### src/rtl/mc_pkg.sv
package mc_pkg;

    localparam logic [5:0] OP_RTYPE = 6'h00;
    localparam logic [5:0] OP_ADDI  = 6'h08;
    localparam logic [5:0] OP_LW    = 6'h23;
    localparam logic [5:0] OP_SW    = 6'h2B;
    localparam logic [5:0] OP_BEQ   = 6'h04;

    localparam logic [5:0] FN_ADD = 6'h20;
    localparam logic [5:0] FN_SUB = 6'h22;
    localparam logic [5:0] FN_AND = 6'h24;
    localparam logic [5:0] FN_OR  = 6'h25;
    localparam logic [5:0] FN_SLT = 6'h2A;

    typedef enum logic [3:0] {
        S_FETCH, S_DECODE, S_EXEC_R, S_EXEC_I, S_ADDR, S_BRANCH,
        S_WB_R, S_WB_I, S_MEM_RD, S_MEM_WR, S_WB_LD
    } state_t;

    typedef enum logic [2:0] {ALU_ADD, ALU_SUB, ALU_AND, ALU_OR, ALU_SLT} alu_op_t;
    typedef enum logic       {ASRC_PC, ASRC_A} asrc_t;
    typedef enum logic [1:0] {BSRC_B, BSRC_STEP, BSRC_IMM, BSRC_BRIMM} bsrc_t;
    typedef enum logic       {DST_RD, DST_RT} dst_t;
    typedef enum logic       {WSRC_ALUOUT, WSRC_MDR} wsrc_t;
    typedef enum logic       {MADDR_PC, MADDR_ALUOUT} maddr_t;
    typedef enum logic       {PCSRC_ALU, PCSRC_ALUOUT} pcsrc_t;

    typedef struct packed {
        logic    pc_we;
        pcsrc_t  pc_src;
        logic    ir_we;
        logic    ab_we;
        logic    aluout_we;
        logic    mdr_we;
        logic    rf_we;
        dst_t    rf_dst;
        wsrc_t   rf_src;
        maddr_t  mem_src;
        logic    mem_we;
        asrc_t   alu_a;
        bsrc_t   alu_b;
        alu_op_t alu_op;
    } ctrl_t;

    function automatic logic funct_known(input logic [5:0] fn);
        return (fn == FN_ADD) || (fn == FN_SUB) || (fn == FN_AND) ||
               (fn == FN_OR)  || (fn == FN_SLT);
    endfunction

    function automatic alu_op_t funct_to_op(input logic [5:0] fn);
        alu_op_t r;
        unique case (fn)
            FN_SUB:  r = ALU_SUB;
            FN_AND:  r = ALU_AND;
            FN_OR:   r = ALU_OR;
            FN_SLT:  r = ALU_SLT;
            default: r = ALU_ADD;
        endcase
        return r;
    endfunction

endpackage

### src/rtl/mc_alu.sv
module mc_alu
    import mc_pkg::*;
#(
    parameter int XLEN = 32
) (
    input  logic [XLEN-1:0] op_a,
    input  logic [XLEN-1:0] op_b,
    input  alu_op_t         op,
    output logic [XLEN-1:0] result,
    output logic            zero
);

    always_comb begin
        unique case (op)
            ALU_ADD: result = op_a + op_b;
            ALU_SUB: result = op_a - op_b;
            ALU_AND: result = op_a & op_b;
            ALU_OR:  result = op_a | op_b;
            ALU_SLT: result = {{(XLEN-1){1'b0}}, ($signed(op_a) < $signed(op_b))};
            default: result = '0;
        endcase
    end

    assign zero = (result == '0);

endmodule

### src/rtl/mc_regfile.sv
module mc_regfile #(
    parameter int XLEN = 32,
    parameter int NREG = 32,
    localparam int AW  = $clog2(NREG)
) (
    input  logic            clk,
    input  logic            rst_n,
    input  logic [AW-1:0]   rd_addr_a,
    input  logic [AW-1:0]   rd_addr_b,
    output logic [XLEN-1:0] rd_data_a,
    output logic [XLEN-1:0] rd_data_b,
    input  logic            wr_en,
    input  logic [AW-1:0]   wr_addr,
    input  logic [XLEN-1:0] wr_data
);

    logic [XLEN-1:0] regs [NREG];

    for (genvar g = 0; g < NREG; g++) begin : g_reg
        if (g == 0) begin : g_zero
            always_ff @(posedge clk or negedge rst_n) begin
                if (!rst_n) regs[g] <= '0;
                else        regs[g] <= '0;
            end
        end else begin : g_live
            always_ff @(posedge clk or negedge rst_n) begin
                if (!rst_n)                                regs[g] <= '0;
                else if (wr_en && (wr_addr == AW'(g)))     regs[g] <= wr_data;
            end
        end
    end

    assign rd_data_a = regs[rd_addr_a];
    assign rd_data_b = regs[rd_addr_b];

    AST_R0_READS_ZERO: assert property (@(posedge clk) disable iff (!rst_n)
        (wr_en && wr_addr == '0) |=> (regs[0] == '0));

endmodule

### src/rtl/mc_ctrl.sv
module mc_ctrl
    import mc_pkg::*;
(
    input  logic       clk,
    input  logic       rst_n,
    input  logic [5:0] opcode,
    input  logic [5:0] funct,
    input  logic       alu_zero,
    output ctrl_t      ctrl_o,
    output state_t     state_o
);

    state_t state_q, state_d;

    always_ff @(posedge clk or negedge rst_n) begin
        if (!rst_n) state_q <= S_FETCH;
        else        state_q <= state_d;
    end

    always_comb begin
        state_d = S_FETCH;
        unique case (state_q)
            S_FETCH:  state_d = S_DECODE;
            S_DECODE: begin
                if (opcode == OP_RTYPE && funct_known(funct)) state_d = S_EXEC_R;
                else if (opcode == OP_ADDI)                   state_d = S_EXEC_I;
                else if (opcode == OP_LW || opcode == OP_SW)  state_d = S_ADDR;
                else if (opcode == OP_BEQ)                    state_d = S_BRANCH;
                else                                          state_d = S_FETCH;
            end
            S_EXEC_R: state_d = S_WB_R;
            S_EXEC_I: state_d = S_WB_I;
            S_ADDR:   state_d = (opcode == OP_LW) ? S_MEM_RD : S_MEM_WR;
            S_MEM_RD: state_d = S_WB_LD;
            S_BRANCH, S_WB_R, S_WB_I, S_MEM_WR, S_WB_LD: state_d = S_FETCH;
            default:  state_d = S_FETCH;
        endcase
    end

    always_comb begin
        ctrl_o = '{pc_we: 1'b0, pc_src: PCSRC_ALU, ir_we: 1'b0, ab_we: 1'b0,
                   aluout_we: 1'b0, mdr_we: 1'b0, rf_we: 1'b0, rf_dst: DST_RD,
                   rf_src: WSRC_ALUOUT, mem_src: MADDR_PC, mem_we: 1'b0,
                   alu_a: ASRC_PC, alu_b: BSRC_STEP, alu_op: ALU_ADD};
        unique case (state_q)
            S_FETCH: begin
                ctrl_o.ir_we = 1'b1;
                ctrl_o.pc_we = 1'b1;
            end
            S_DECODE: begin
                ctrl_o.ab_we     = 1'b1;
                ctrl_o.alu_b     = BSRC_BRIMM;
                ctrl_o.aluout_we = 1'b1;
            end
            S_EXEC_R: begin
                ctrl_o.alu_a     = ASRC_A;
                ctrl_o.alu_b     = BSRC_B;
                ctrl_o.alu_op    = funct_to_op(funct);
                ctrl_o.aluout_we = 1'b1;
            end
            S_EXEC_I, S_ADDR: begin
                ctrl_o.alu_a     = ASRC_A;
                ctrl_o.alu_b     = BSRC_IMM;
                ctrl_o.aluout_we = 1'b1;
            end
            S_BRANCH: begin
                ctrl_o.alu_a  = ASRC_A;
                ctrl_o.alu_b  = BSRC_B;
                ctrl_o.alu_op = ALU_SUB;
                ctrl_o.pc_src = PCSRC_ALUOUT;
                ctrl_o.pc_we  = alu_zero;
            end
            S_WB_R: ctrl_o.rf_we = 1'b1;
            S_WB_I: begin
                ctrl_o.rf_we  = 1'b1;
                ctrl_o.rf_dst = DST_RT;
            end
            S_MEM_RD: begin
                ctrl_o.mem_src = MADDR_ALUOUT;
                ctrl_o.mdr_we  = 1'b1;
            end
            S_MEM_WR: begin
                ctrl_o.mem_src = MADDR_ALUOUT;
                ctrl_o.mem_we  = 1'b1;
            end
            S_WB_LD: begin
                ctrl_o.rf_we  = 1'b1;
                ctrl_o.rf_dst = DST_RT;
                ctrl_o.rf_src = WSRC_MDR;
            end
            default: ;
        endcase
    end

    assign state_o = state_q;

    AST_BRANCH_THREE_STEPS: assert property (@(posedge clk) disable iff (!rst_n)
        (state_q == S_BRANCH) |=> (state_q == S_FETCH));
    AST_STORE_ONE_PULSE: assert property (@(posedge clk) disable iff (!rst_n)
        ctrl_o.mem_we |=> !ctrl_o.mem_we);
    AST_LOAD_WB_AFTER_READ: assert property (@(posedge clk) disable iff (!rst_n)
        (state_q == S_WB_LD) |-> ($past(state_q) == S_MEM_RD));

endmodule

### src/rtl/mc_core.sv
module mc_core
    import mc_pkg::*;
#(
    parameter int XLEN = 32,
    parameter int NREG = 32
) (
    input  logic            clk,
    input  logic            rst_n,
    output logic [XLEN-1:0] mem_addr,
    output logic [XLEN-1:0] mem_wdata,
    output logic            mem_we,
    input  logic [XLEN-1:0] mem_rdata
);

    localparam int AW   = $clog2(NREG);
    localparam int STEP = XLEN / 8;

    ctrl_t           ctrl;
    state_t          state;
    logic [XLEN-1:0] pc, ir, a_q, b_q, aluout_q, mdr_q;
    logic [XLEN-1:0] rf_a, rf_b, alu_a, alu_b, alu_y, imm_sx, rf_wdata;
    logic [AW-1:0]   rf_waddr;
    logic            alu_zero;

    mc_ctrl u_ctrl (
        .clk      (clk),
        .rst_n    (rst_n),
        .opcode   (ir[31:26]),
        .funct    (ir[5:0]),
        .alu_zero (alu_zero),
        .ctrl_o   (ctrl),
        .state_o  (state)
    );

    assign imm_sx   = {{(XLEN-16){ir[15]}}, ir[15:0]};
    assign rf_waddr = (ctrl.rf_dst == DST_RD) ? ir[15:11] : ir[20:16];
    assign rf_wdata = (ctrl.rf_src == WSRC_MDR) ? mdr_q : aluout_q;

    mc_regfile #(.XLEN(XLEN), .NREG(NREG)) u_rf (
        .clk       (clk),
        .rst_n     (rst_n),
        .rd_addr_a (ir[25:21]),
        .rd_addr_b (ir[20:16]),
        .rd_data_a (rf_a),
        .rd_data_b (rf_b),
        .wr_en     (ctrl.rf_we),
        .wr_addr   (rf_waddr),
        .wr_data   (rf_wdata)
    );

    assign alu_a = (ctrl.alu_a == ASRC_PC) ? pc : a_q;

    always_comb begin
        unique case (ctrl.alu_b)
            BSRC_B:     alu_b = b_q;
            BSRC_STEP:  alu_b = XLEN'(STEP);
            BSRC_IMM:   alu_b = imm_sx;
            BSRC_BRIMM: alu_b = imm_sx << 2;
            default:    alu_b = '0;
        endcase
    end

    mc_alu #(.XLEN(XLEN)) u_alu (
        .op_a   (alu_a),
        .op_b   (alu_b),
        .op     (ctrl.alu_op),
        .result (alu_y),
        .zero   (alu_zero)
    );

    always_ff @(posedge clk or negedge rst_n) begin
        if (!rst_n) begin
            pc       <= '0;
            ir       <= '0;
            a_q      <= '0;
            b_q      <= '0;
            aluout_q <= '0;
            mdr_q    <= '0;
        end else begin
            if (ctrl.pc_we)     pc       <= (ctrl.pc_src == PCSRC_ALUOUT) ? aluout_q : alu_y;
            if (ctrl.ir_we)     ir       <= mem_rdata;
            if (ctrl.ab_we)     a_q      <= rf_a;
            if (ctrl.ab_we)     b_q      <= rf_b;
            if (ctrl.aluout_we) aluout_q <= alu_y;
            if (ctrl.mdr_we)    mdr_q    <= mem_rdata;
        end
    end

    assign mem_addr  = (ctrl.mem_src == MADDR_ALUOUT) ? aluout_q : pc;
    assign mem_wdata = b_q;
    assign mem_we    = ctrl.mem_we;

    AST_PC_ADVANCE: assert property (@(posedge clk) disable iff (!rst_n)
        (state == S_FETCH) |=> (pc == $past(pc) + XLEN'(STEP)));
    AST_IR_CAPTURE: assert property (@(posedge clk) disable iff (!rst_n)
        (state == S_FETCH) |=> (ir == $past(mem_rdata)));
    AST_TAKEN_TARGET: assert property (@(posedge clk) disable iff (!rst_n)
        (state == S_BRANCH && a_q == b_q) |=> (pc == $past(aluout_q)));
    AST_ILLEGAL_KEEPS_PC: assert property (@(posedge clk) disable iff (!rst_n)
        ($past(state) == S_DECODE && state == S_FETCH) |-> (pc == $past(pc)));
    AST_WE_ONLY_IN_STORE: assert property (@(posedge clk) disable iff (!rst_n)
        mem_we |-> (state == S_MEM_WR && ir[31:26] == OP_SW));

endmodule

### config.mk
export PLATFORM = sky130hd
export DESIGN_NAME = mc_core
export DESIGN_NICKNAME = d
export VERILOG_FILES = /design/src/rtl/mc_pkg.sv /design/src/rtl/mc_alu.sv /design/src/rtl/mc_regfile.sv /design/src/rtl/mc_ctrl.sv /design/src/rtl/mc_core.sv
export SDC_FILE = /design/constraint.sdc
export NUM_CORES = 2
export LEC_CHECK = 0
export ABC_AREA = 0
export BUFFER_PORTS_ARGS = -buffer_cell sky130_fd_sc_hd__buf_2
export CAP_MARGIN = 15
export CELL_PAD_IN_SITES_DETAIL_PLACEMENT = 1
export CELL_PAD_IN_SITES_GLOBAL_PLACEMENT = 1
export CORE_MARGIN = 2
export CORE_UTILIZATION = 51
export DETAILED_ROUTE_END_ITERATION = 8
export PLACE_DENSITY = 0.75
export SLEW_MARGIN = 10
export SYNTH_ARGS = -nofsm -noshare
export SYNTH_HDL_FRONTEND = slang
export SYNTH_HIERARCHICAL = 1
export SYNTH_SLANG_ARGS = --single-unit
### constraint.sdc
create_clock -name clk -period 6.6 [get_ports clk]
set_input_delay 0.99 -clock clk [delete_from_list [all_inputs] [get_ports clk]]
set_output_delay 0.99 -clock clk [all_outputs]
set_load 0.03 [all_outputs]
-- After elaboration in Yosys (flattened, before gate mapping)
Index checks and enable logic that the tools add are counted.
- register bits after elaboration: 1188
- word-level logic and storage cells: 187
- output and inout port bits: 65
- $lt $le $gt $ge: 3
- reduce and logical (&&, ||, !) cells: 49
- bitwise gates (word level): 4
- equal/unequal tests: 57
- multiplexer cells: 34
- add/sub/neg operators: 2
- operators by type and width (cell ; number):
    32-bit binary-select mux with 5-bit select ; 2
    32-bit 2-to-1 mux ; 8
    32-bit one-hot mux with 5 select lines ; 1
    32-bit one-hot mux with 4 select lines ; 1
    5-bit == test, second input constant ; 16
    6-bit == test, second input constant ; 7
    5-bit by 4-bit == test with 1-bit output, second input constant ; 8
    32-bit adder ; 1
    32-bit bitwise AND ; 1
    1-bit logical AND ; 32
    32-bit logical NOT ; 1
    32-bit < comparator ; 1
    32-bit bitwise OR ; 1
    32-bit subtractor ; 1
    4-bit one-hot mux with 6 select lines ; 1
    5-bit by 3-bit == test with 1-bit output, second input constant ; 4
    4-bit by 3-bit == test with 1-bit output, second input constant ; 4
    4-bit == test, second input constant ; 3
    6-bit greater-or-equal comparator, second input constant ; 2
    1-bit 2-to-1 mux ; 12
    4-bit 2-to-1 mux ; 3
    5-bit NOT with 6-bit output ; 2
    3-bit one-hot mux with 4 select lines ; 1
    5-bit by 2-bit == test with 1-bit output, second input constant ; 2
    23 further kinds ; 34

-- Depth between registers and ports, before layout
- depth in word-level cells: 9
- gate-level depth with buffers: 30

-- Hierarchy
The synthesis kept the hierarchy.
- by module, submodules not included (module ; area an instance (um^2) ; cells each ; times used ; seq. area each (um^2)):
    mc_regfile ; 53191.0 ; 3639 ; 1 ; 24823.8
    mc_core ; 9146.3 ; 652 ; 1 ; 4804.6
    mc_alu ; 5236.3 ; 800 ; 1 ; 0.0
    mc_ctrl ; 500.5 ; 64 ; 1 ; 100.1

-- Least setup slack after synthesis
OpenSTA, ideal clock, no wires.
- kind: register -> register
- start point: reg u_ctrl.state_q[1] (netlist: u_ctrl/state_o[1])
- end point: reg pc[4]
- data required time: 6523 ps
- stages on the path, launching flop included: 29
- clock period less this slack: 5460 ps
- setup slack: 1140 ps
- setup time: 77 ps
- arrival time: 5383 ps
- buffers on the path: 6
- path through: dfrtp_1 > buf_4 > nor2_1 > mux2i_1 > nor2_1 > buf_4 > clkbuf_1 > a22o_1 > inv_1 > ha_1 > buf_6 > nor2b_4 > or4_4 > o21a_1 > a21oi_2 > nor2b_1 > nor4b_1 > a211o_1 > or4b_1 > nor4b_2 > nand4_1 > nor4_2 > nand3_1 > o21a_1 > nor3_1 > buf_2 > buf_1 > nor2_1 > a21oi_1
- RTL lines (item ; RTL line ; RTL):
    start, declared ; mc_ctrl.sv:13 ; state_t state_q, state_d;
    start signal, assigned ; mc_ctrl.sv:17 ; else state_q <= state_d;
    end signal, assigned ; mc_core.sv:80 ; if (ctrl.pc_we) pc <= (ctrl.pc_src == PCSRC_ALUOUT) ? aluout_q : alu_y;
    end, declared ; mc_core.sv:20 ; logic [XLEN-1:0] pc, ir, a_q, b_q, aluout_q, mdr_q;

==> out/summary.txt <==
Status - finished, final reports clean
DRT Pass-1 Iters - 6
CTS Root Cell - clkbuf_16
Sequential share of power - 0.265
H-tree depth - 4
Synth Warn # - 6
M3 GR Usage - 0.0710
Rows - 134
Max_cap viols - 0
Gr usage total - 0.339
Reg2reg end - pc[13]
CTS buffer count - 131
Netlist cell types - 84
CTS tree - yes
Syn Nets - 5296
First-pass GRT wire length - 343000 um
CP max stage delay - 0.58 ns
CP top delay family - simple AND/OR/NAND/NOR gates
Clock share of power - 0.180
DRC - 0
Synth Register Bits - 1188
Final setup vio count - 0
Crit path capture type - flop
Fillcell total - 12700
# IOs - 99
Tightest Hold Check Type - input pin to asynchronous set/reset pin
Pleak - 34.2 nW
Largest net degree at the start of global routing - 172
Core area - 133000 um2
VDD IR-drop max - 0.426 mV
Syn Inst Count - 5155
Critical Path AT - 7.02 ns
Initial antenna violation count - 7
Vias per cell - 6.92
Bufs on Longest Clock Path - 3
Met1 Use GR - 0.454
Clk pin slew, worst setup/hold paths - 0.06 ns
Slew margin rel. - 0.177
WS Path Type - flop to flop
Asr flop ratio synth - 1.00
Final Hold Fails - 0
Fmax - 158 MHz
Die area - 136000 um2
Crit path required time - 7.30 ns
Final WL - 233000 um
Setup Skew - 0.0270 ns
Worst skew pair latency - 0.78 ns
Final Total Pwr - 0.0416 W
Dpl cells - 6649
Layout area overhead - 9.34%
Vias in the first global route - 50500
Logic pwr share - 0.555
Finished Layout Cells - 6891
GP Congestion - 0.985
Reg area - 29800 um2
Slew @ Worst Pin - 1.23 ns
EDFF count, synth - 0
Internal power - 0.0222 W
Setup WS pre-CTS - -0.0624 ns
Clock tree sinks - 1188
Crit path buf inv count - 7
Period minus WS final - 6.32 ns
PwrDens - 559 nW/um2
RSZ-0062 raised after global routing - no
Final nets - 5161
Worst reg2reg startpoint - u_ctrl/state_o[1]
Gr ovfl total - 0
Worst setup SP type - flop
Switching Share - 0.468
Setup ws final - 0.276 ns
Die Ht - 369 um
Via count - 47700
Net load switching power - 0.0195 W
Average wire per standard cell - 33.8 um
Initial Util - 0.512
Cell mode on critical path - inv_1
Met2 Track Usage GR - 0.535
R2r worst-path depth - 27
R2R Setup Slk - 0.28 ns
Final design utilization - 0.560
Share of cells above drive strength 1 - 0.417
Final Max Slew Viols - 0
Iteration-0 DRC Markers - 4529
Final worst path period share - 0.958
Top_reg_cell synth - dfrtp_1
Critical path's slowest cell - or4b_1
Port Buf Inserts - 98
GR peak layer - met2
Detail Placement HPWL - 141000 um
Synthesized area - 68100 um2
Avg Cell Area, Syn - 13.2 um2
Setup tns final - 0 ns
ANT nets after route - 0
Chip width - 369 um
Multi-input logic area - 35900 um2
Sequential element share of the synthesized area - 0.437
Critical Path Fanout Max - 21
==> routing by layer <==
metal	share of wire	vias up	routed length (um)
li1	-	19300	-
met1	0.41	25700	94700
met2	0.47	2086	109000
met3	0.078	645	18000
met4	0.045	0	10600
met5	0	-	0
==> registers in the layout, indices dropped and copies added, names as in the netlist <==
register        flops
mem_wdata          32
aluout_q           32
pc                 32
a_q                32
u_ctrl/state_o      4
u_rf/regs         992
mdr_q              32
ir                 32
==> how the worst max path moves through the flow <==
| stage | startpoint | to | slack [ns] | depth (start not counted) |
|---|---|---|---|---|
| 4_1_cts | u_ctrl/state_o[1] | pc[26] | 0.01 | 26 |
| 3_5_place_dp | u_ctrl/state_o[1] | pc[26] | -0.06 | 26 |
| 2_1_floorplan | u_ctrl/state_o[1] | pc[4] | 1.14 | 28 |
| 5_1_grt | u_ctrl/state_o[1] | pc[13] | 0.03 | 27 |
| 6_report | u_ctrl/state_o[1] | pc[13] | 0.28 | 27 |
| 3_3_place_gp | u_ctrl/state_o[1] | pc[25] | 0.09 | 24 |
==> cell type report <==
cell class | count | share of cell area
antenna | 4 | 0.000134
clock buffer | 192 | 0.0515
timing repair buffer | 241 | 0.0244
tap | 1768 | 0.0297
clock inverter | 40 | 0.00676
multi-input combinational | 3359 | 0.483
inverter | 99 | 0.00499
sequential | 1188 | 0.400
==> cell families after synthesis <==
group,after synthesis,share of synthesized area
adders and majority gates,107,0.0199
DFF,1188,0.437
buffers and inverters,608,0.0413
and+or+nand+nor,518,0.0386
AOI/OAI and AO/OA,782,0.0816
muxes,1928,0.379
xor gates and xnor gates,24,0.00309
==> metrics by stage <==
stage               cell area [um2]  hold WS, ns
CTS                           74200        0.255
detailed placement            69900        0.491
finish                        74400        0.219
global placement              69900        0.480
global route                  74400        0.296
floorplan                     68100        0.470
==> worst register-to-register path: stages (launching register included) <==
cell and delay [ns]:
dfrtp_1 0.45, xor2_1 0.19, nor2b_4 0.14, inv_1 0.18, buf_8 0.23, mux2_2 0.37, a22o_1 0.22, inv_1 0.09
ha_1 0.34, inv_1 0.20, nand3_1 0.21, nor3_2 0.36, o211ai_1 0.14, buf_4 0.18, a21boi_1 0.24, o311ai_0 0.17
a2bb2oi_1 0.18, or4b_1 0.58, nor4b_2 0.24, nand4_1 0.24, nor4_2 0.25, nand3_1 0.11, o21a_1 0.14, nor3_4 0.19
buf_4 0.20, buf_12 0.19, nor2_1 0.09, a21oi_1 0.13
==> power by group through the flow <==
stage | logic (W) | clock network [W] | registers, W
3_3_place_gp | 0.0218 | 0 | 0.0109
3_5_place_dp | 0.0222 | 0 | 0.0111
5_1_grt | 0.0243 | 0.00787 | 0.0112
6_report | 0.0231 | 0.00751 | 0.0110
4_1_cts | 0.0224 | 0.00762 | 0.0110
2_1_floorplan | 0.0155 | 0 | 0.0102
==> cell usage after synthesis (all sizes together) (105+ instances only) <==
cell type | count | share of area
a21oi | 114 | 0.0084
a22o | 209 | 0.027
buf | 259 | 0.022
clkbuf | 250 | 0.014
dfrtp | 1188 | 0.44
ha | 105 | 0.019
mux2 | 1332 | 0.22
mux2i | 212 | 0.031
mux4 | 384 | 0.13
nand2 | 152 | 0.0084
nor2 | 124 | 0.0068
o21ai | 111 | 0.0082
==> placed cells by master, fill, tap and decap left out, drive strengths merged, types with 6 or more instances in the layout <==
cell | Yosys | layout
mux2i | 212 | 212
o22ai | 80 | 80
inv | 98 | 109
nand4 | 11 | 11
a21o | 28 | 28
and3 | 36 | 36
nor2 | 124 | 124
or3 | 13 | 13
o31ai | 77 | 77
nand4b | 6 | 6
nand2 | 152 | 152
a21oi | 114 | 114
o221ai | 8 | 8
nand2b | 17 | 17
buf | 259 | 240
nand3 | 14 | 14
nor4 | 20 | 20
and2 | 40 | 40
a211o | 8 | 8
a31oi | 16 | 16
ha | 105 | 105
o211ai | 14 | 14
bufinv | 0 | 8
xnor2 | 19 | 19
nor4b | 9 | 9
a22o | 209 | 209
nor2b | 24 | 24
mux4 | 384 | 384
dfrtp | 1188 | 1188
nor3 | 33 | 33
a211oi | 75 | 75
clkinv | 1 | 20
mux2 | 1332 | 1332
o21ai | 111 | 111
clkbuf | 250 | 193
==> repair_timing <==
item                       CTS  global route
gates cloned                 0             1
setup endpoints to repair   13            32
pin swaps                    0             7
resized for setup            1            25
setup buffers                0             5
hold buffers                 0             0
Note: power is estimated with default switching activity, not from simulation.
